File: config.mk
export PLATFORM = sky130hd
export DESIGN_NAME = ldhaz_interlock
export DESIGN_NICKNAME = d
export VERILOG_FILES = /design/src/rtl/ldhaz_pkg.sv /design/src/rtl/ldhaz_src_match.sv /design/src/rtl/ldhaz_stall_ctrl.sv /design/src/rtl/ldhaz_bubble_mux.sv /design/src/rtl/ldhaz_interlock.sv
export SDC_FILE = /design/constraint.sdc
export NUM_CORES = 1
export LEC_CHECK = 0
export BUFFER_PORTS_ARGS = -buffer_cell sky130_fd_sc_hd__buf_2
export CAP_MARGIN = 25
export CORE_AREA = 10 10 47 49
export DETAILED_ROUTE_END_ITERATION = 12
export DIE_AREA = 0 0 57 59
export PLACE_DENSITY = 0.61
export SETUP_SLACK_MARGIN = 0.3
export SKIP_LAST_GASP = 1
export SLEW_MARGIN = 0
export SYNTH_ARGS = -nofsm -noshare
export SYNTH_HDL_FRONTEND = slang
export SYNTH_SLANG_ARGS = --single-unit
File: constraint.sdc
create_clock -name clk -period 1.35 [get_ports clk]
set_input_delay 0.2025 -clock clk [delete_from_list [all_inputs] [get_ports clk]]
set_output_delay 0.2025 -clock clk [all_outputs]
set_load 0.1 [all_outputs]
File: src/rtl/ldhaz_pkg.sv
package ldhaz_pkg;

  typedef enum logic {
    GUARD_OPEN  = 1'b0,
    GUARD_SPENT = 1'b1
  } guard_e;

  function automatic logic src_exempt(input int idx, input int data_idx, input logic is_store);
    return is_store && (idx == data_idx);
  endfunction

endpackage

File: src/rtl/ldhaz_src_match.sv
module ldhaz_src_match #(
  parameter int REG_AW = 5
) (
  input  logic [REG_AW-1:0] rs,
  input  logic              used,
  input  logic              exempt,
  input  logic [REG_AW-1:0] ex_rd,
  output logic              hit
);
  logic rd_live;
  assign rd_live = |ex_rd;
  assign hit = used && rd_live && !exempt && (rs == ex_rd);
endmodule

File: src/rtl/ldhaz_stall_ctrl.sv
module ldhaz_stall_ctrl
  import ldhaz_pkg::*;
#(
  parameter int NUM_SRC = 2
) (
  input  logic               clk,
  input  logic               rst,
  input  logic               ex_is_load,
  input  logic [NUM_SRC-1:0] hits,
  output logic               stall
);
  guard_e guard_q;
  logic   hazard;

  assign hazard = ex_is_load && (|hits);
  assign stall  = hazard && (guard_q == GUARD_OPEN);

  always_ff @(posedge clk) begin
    if (rst) guard_q <= GUARD_OPEN;
    else     guard_q <= stall ? GUARD_SPENT : GUARD_OPEN;
  end
endmodule

File: src/rtl/ldhaz_bubble_mux.sv
module ldhaz_bubble_mux #(
  parameter int CTRL_W = 8
) (
  input  logic              stall,
  input  logic [CTRL_W-1:0] id_ctrl,
  output logic              pc_write,
  output logic              ifid_write,
  output logic              bubble,
  output logic [CTRL_W-1:0] idex_ctrl
);
  always_comb begin
    pc_write   = !stall;
    ifid_write = !stall;
    bubble     = stall;
    idex_ctrl  = stall ? '0 : id_ctrl;
  end
endmodule

File: src/rtl/ldhaz_interlock.sv
module ldhaz_interlock
  import ldhaz_pkg::*;
#(
  parameter int REG_AW         = 5,
  parameter int NUM_SRC        = 2,
  parameter int CTRL_W         = 8,
  parameter int STORE_DATA_SRC = 1
) (
  input  logic                      clk,
  input  logic                      rst,
  input  logic [NUM_SRC*REG_AW-1:0] id_rs_addr,
  input  logic [NUM_SRC-1:0]        id_rs_used,
  input  logic                      id_is_store,
  input  logic [CTRL_W-1:0]         id_ctrl,
  input  logic                      ex_is_load,
  input  logic [REG_AW-1:0]         ex_rd,
  output logic                      pc_write,
  output logic                      ifid_write,
  output logic                      bubble,
  output logic [CTRL_W-1:0]         idex_ctrl
);
  logic [NUM_SRC-1:0] hits;
  logic               stall;

  for (genvar i = 0; i < NUM_SRC; i++) begin : g_src
    logic exempt;
    assign exempt = src_exempt(i, STORE_DATA_SRC, id_is_store);
    ldhaz_src_match #(.REG_AW(REG_AW)) u_match (
      .rs     (id_rs_addr[i*REG_AW +: REG_AW]),
      .used   (id_rs_used[i]),
      .exempt (exempt),
      .ex_rd  (ex_rd),
      .hit    (hits[i])
    );
  end

  ldhaz_stall_ctrl #(.NUM_SRC(NUM_SRC)) u_ctrl (
    .clk        (clk),
    .rst        (rst),
    .ex_is_load (ex_is_load),
    .hits       (hits),
    .stall      (stall)
  );

  ldhaz_bubble_mux #(.CTRL_W(CTRL_W)) u_mux (
    .stall      (stall),
    .id_ctrl    (id_ctrl),
    .pc_write   (pc_write),
    .ifid_write (ifid_write),
    .bubble     (bubble),
    .idex_ctrl  (idex_ctrl)
  );
endmodule

-- After elaboration in Yosys (flattened, before gate mapping)
Index checks and enable logic that the tools add are counted.
- input bits: 29
- register bits: 1
- bitwise logic cells: 1
- eq/ne operators: 2
- mux-type cells: 2
- reductions and logical operators: 11
- operator list (operator ; count):
    $eq 5x5->1 ; 2
    $mux 8 ; 1
    $logic_and 1x1->1 ; 7
    $reduce_or 5->1 ; 1
    $logic_not 1->1 ; 2
    $reduce_or 2->1 ; 1
    $mux 1 ; 1
    $not 1->1 ; 1

-- Longest topological paths before layout
- word-level depth: 8
- gate-level depth with buffers: 6
- mapped depth without buffers: 4

-- Hierarchy
A second synthesis with hierarchy kept.
- cell total of the unflattened synthesis: 38
- area total of the unflattened synthesis: 314.1 sq um
- by module, submodules not included (module ; sequential area each (sq um) ; cells each ; area an instance (sq um) ; times used):
    ldhaz_src_match ; 0.0 ; 11 ; 97.6 ; 2
    ldhaz_bubble_mux ; 0.0 ; 11 ; 68.8 ; 1
    ldhaz_stall_ctrl ; 20.0 ; 4 ; 46.3 ; 1
    ldhaz_interlock ; 0.0 ; 1 ; 3.8 ; 1

-- Least setup slack after synthesis
Ideal clock, no wire load.
- kind: input port to output port
- start point: input ex_rd[1]
- end point: output pc_write
- path slack: -0.952 ns
- path buffers: 2
- cell stages on the path: 6
- arrival time: 2.099 ns
- required time: 1.148 ns
- cells stage by stage: or4_1 -> nor2_1 -> nor3b_1 -> buf_6 -> nand2_1 -> buf_4
- word-level cells in the longest chain between the ends: 8
- elaborated cells on any way between the ends: 12
- RTL lines (what ; RTL line ; text):
    start: declaration ; ldhaz_interlock.sv:16 ; input logic [REG_AW-1:0] ex_rd,
    $reduce_or 5->1 ; ldhaz_src_match.sv:11 ; assign rd_live = |ex_rd;
    $logic_and 1x1->1 (3 in series) ; ldhaz_src_match.sv:12 ; assign hit = used && rd_live && !exempt && (rs == ex_rd);
    $reduce_or 2->1 (*) ; ldhaz_stall_ctrl.sv:15 ; assign hazard = ex_is_load && (|hits);
    $logic_and 1x1->1 (*) ; ldhaz_stall_ctrl.sv:15 ;
    $logic_and 1x1->1 (*) ; ldhaz_stall_ctrl.sv:16 ; assign stall = hazard && (guard_q == GUARD_OPEN);
    $logic_not 1->1 (*) ; -- ;
    end: declaration ; ldhaz_interlock.sv:17 ; output logic pc_write,
Every way passes the cells marked *; elsewhere a longest branch is shown, timed or not.

-- Worst setup path in the final report
- start point: input ex_rd[1]
- end point: output idex_ctrl[5]
- word-level cells in the longest chain between the ends: 8
- elaborated cells on any way between the ends: 12
- RTL lines (what ; RTL line ; text):
    $reduce_or 5->1 ; ldhaz_src_match.sv:11 ;
    $logic_and 1x1->1 (3 in series) ; ldhaz_src_match.sv:12 ;
    $reduce_or 2->1 (*) ; ldhaz_stall_ctrl.sv:15 ;
    $logic_and 1x1->1 (*) ; ldhaz_stall_ctrl.sv:15 ;
    $logic_and 1x1->1 (*) ; ldhaz_stall_ctrl.sv:16 ;
    $mux 8 (*) ; ldhaz_bubble_mux.sv:15 ; idex_ctrl = stall ? '0 : id_ctrl;
    end: declaration ; ldhaz_interlock.sv:20 ; output logic [CTRL_W-1:0] idex_ctrl
Marked as above.

==> results.md <==
* Status: finished, violations left
* Failing checks: negative setup slack
* Reg-to-reg critical path startpoint: u_ctrl.guard_q$_SDFF_PP0_
* Final setup margin at -0.3818 ns
* DRC viols at 0
* Pwr Density at 448.8 nW/µm²
* Upper clock frequency limit at 577.4 MHz
* Worst EP arrival at 1.53 ns
* Maxcap violations at 0
* Required time of the critical path at 1.15 ns
* Layout cells sized above 1 at 87.01%
* CP Capture Type: primary output
* Hold Crit Depth at 2
* Syn. warnings at 0
* Period minus WS final at 1.732 ns
* Top flop regs: u_ctrl.guard_q: 1 flops
* Most frequent cells in the layout: buf_2 (25), buf_12 (13), a21boi_4 (8)
* N_diodes at 0
* Num rows at 14
* DR vias at 424
* Largest reg by FF count: u_ctrl.guard_q
* Grt ovf at 0
* Mean Syn Cell Area at 8.872 µm²
* Final setup viols at 12
* Die ar. at 3363 µm²
* Reg2Reg Depth at 3
* CP Cell Sequence: buf_6 -> or4_4 -> nor2_4 -> nor3b_4 -> buf_12 -> a21boi_4 -> buf_12
* Syn-to-layout area delta at 218.4%
* GR Util met3 at 3.219%
* Latest clock arrival within the worst-skew pair at 0 ns
* Setup Buffers After CTS at 0
* Worst VDD drop at 221.5 µV
* Final worst path period share at 128.3%
* Post-CTS Hold Fix Bufs at 0
* Final core utilization at 66.52%
* CP Class: in -> out
* CP max stage cell: or4_4
* Worst-Margin Slew at 0.2775 ns
* IO Port Bufs at 39
* Count of final hold-check violations at 0
* Slew headroom at 81.48%
* RR Endpoint: u_ctrl.guard_q$_SDFF_PP0_
* Routability Congestion at 0.7069
* Starting Density at 20.89%
* Hold path start: rst
* Gate Count Post-Synth at 33
* Worst-path maximum fanout at 6
* Iteration-0 DRC Markers at 1
* Storage element area at 20.02 µm²
* Initial antenna violation count at 0
* Met2 Use GR at 11.78%
* Filler instances at 109
* Post-Route WL at 1.416 mm
* Critical path's top delay family: simple AND/OR/NAND/NOR gates
* First drt pass iteration count at 2
* First-pass GRT wire length at 2.076 mm
* Chip width at 57 µm
* Final ANT Viol Nets at 0
* Unrepaired setup endpoints after global routing: yes
* CP dominant cell by count: buf_12
* Die Y at 59 µm
* Synth Register Bits at 1
* Worst Hold Class: in -> reg
* Worst setup SP type: input pin
* Crit path buffers/inverters at 3
* Number of flip-flops in the largest register at 1
* GR peak layer: met2
* Routing usage on met1 at 8.373%
* Fin Setup TNS at -3.906 ns
* Final net count at 108
* Min-Delay Endpoint: u_ctrl.guard_q$_SDFF_PP0_
* Core Area at 1401 µm²
* Vias in the first global route at 470
* I/O pin count at 40
* Final slew viol count at 0
* Vias per cell at 4.559
* Detailed Place HPWL at 1.208 mm
* Flop-to-flop setup slack at 0.30 ns
* Hold WS at 0.5164 ns
* Final Skew at 0 ns
* Largest net degree at the start of global routing at 12
* Power, Total at 0.4184 mW
* CTS clk-pin slew, worst paths at 0 ns
* Post-Syn Area at 292.8 µm²
* Commonest non-fill, non-tap cell in the layout: buf_2
* Distinct cell type count after synthesis at 15
* Synth Net Count at 62
* Multi-input gate area at 399.1 µm²
* All-layer global routing usage at 6.983%
* Lkg Pwr at 0.4360 nW
* Post-synthesis sequential area ratio at 6.838%
* DR WL/cell at 15.23 µm
* Worst path max stage delay at 0.54 ns
* Worst slack, placed at -0.4175 ns
final cells by class:
class / count / area share [%]
tap: 16 / 2.148
timing repair buffer: 47 / 52.89
sequential: 1 / 2.148
multi-input combinational: 29 / 42.82
logic make-up after synthesis:
family | after synthesis | share of synthesized area, %
buf+inv | 3 | 8.119
simple gates | 10 | 22.22
xor+xnor | 10 | 29.91
flops | 1 | 6.838
compound gates | 9 | 32.91
per-stage QoR:
stage / instances / instance area (µm²)
final: 93 / 932.1
after global routing: 93 / 932.1
after CTS: 92 / 805.8
after detailed placement: 92 / 805.8
after global placement: 92 / 805.8
after floorplan: 33 / 366.6
worst max-delay path by stage:
stage,start,to,slack (ns),depth (start not counted)
2_1_floorplan,ex_rd[1],idex_ctrl[0],-0.47,5
3_3_place_gp,ex_rd[2],idex_ctrl[4],-0.40,7
3_5_place_dp,ex_rd[2],idex_ctrl[5],-0.42,7
4_1_cts,ex_rd[2],idex_ctrl[5],-0.41,7
5_1_grt,ex_rd[1],idex_ctrl[5],-0.42,7
6_report,ex_rd[1],idex_ctrl[5],-0.38,7
per-layer routing:
layer	vias up	routed length, µm
li1	206	-
met1	188	536
met2	30	709
met3	0	170
met4	0	0
met5	-	0
cell usage after synthesis:
cell	count	area, µm²
a21boi_2	8	90.09
and2_4	1	8.760
and3b_2	1	10.01
buf_2	1	5.000
buf_4	1	7.510
buf_6	1	11.26
dfxtp_1	1	20.02
nand2_1	2	7.510
nand3b_1	1	7.510
nand4_1	2	12.51
nor2_1	1	3.750
nor3b_1	1	7.510
o22ai_1	1	6.260
or4_1	1	7.510
xnor2_1	10	87.58
repair_timing:
item                       in CTS  in global routing
setup endpoints to repair      12                 12
resized for setup               0                 19
pin swaps                       9                 11
cloned                          0                  1
power by group:
part | switching [mW] | leakage, nW | internal, mW
Sequential | 0.000200 | 0.00806 | 0.0304
Clock | 0 | 0 | 0
Combinational | 0.204 | 0.428 | 0.184
Note: power is estimated with default switching activity, not from simulation.
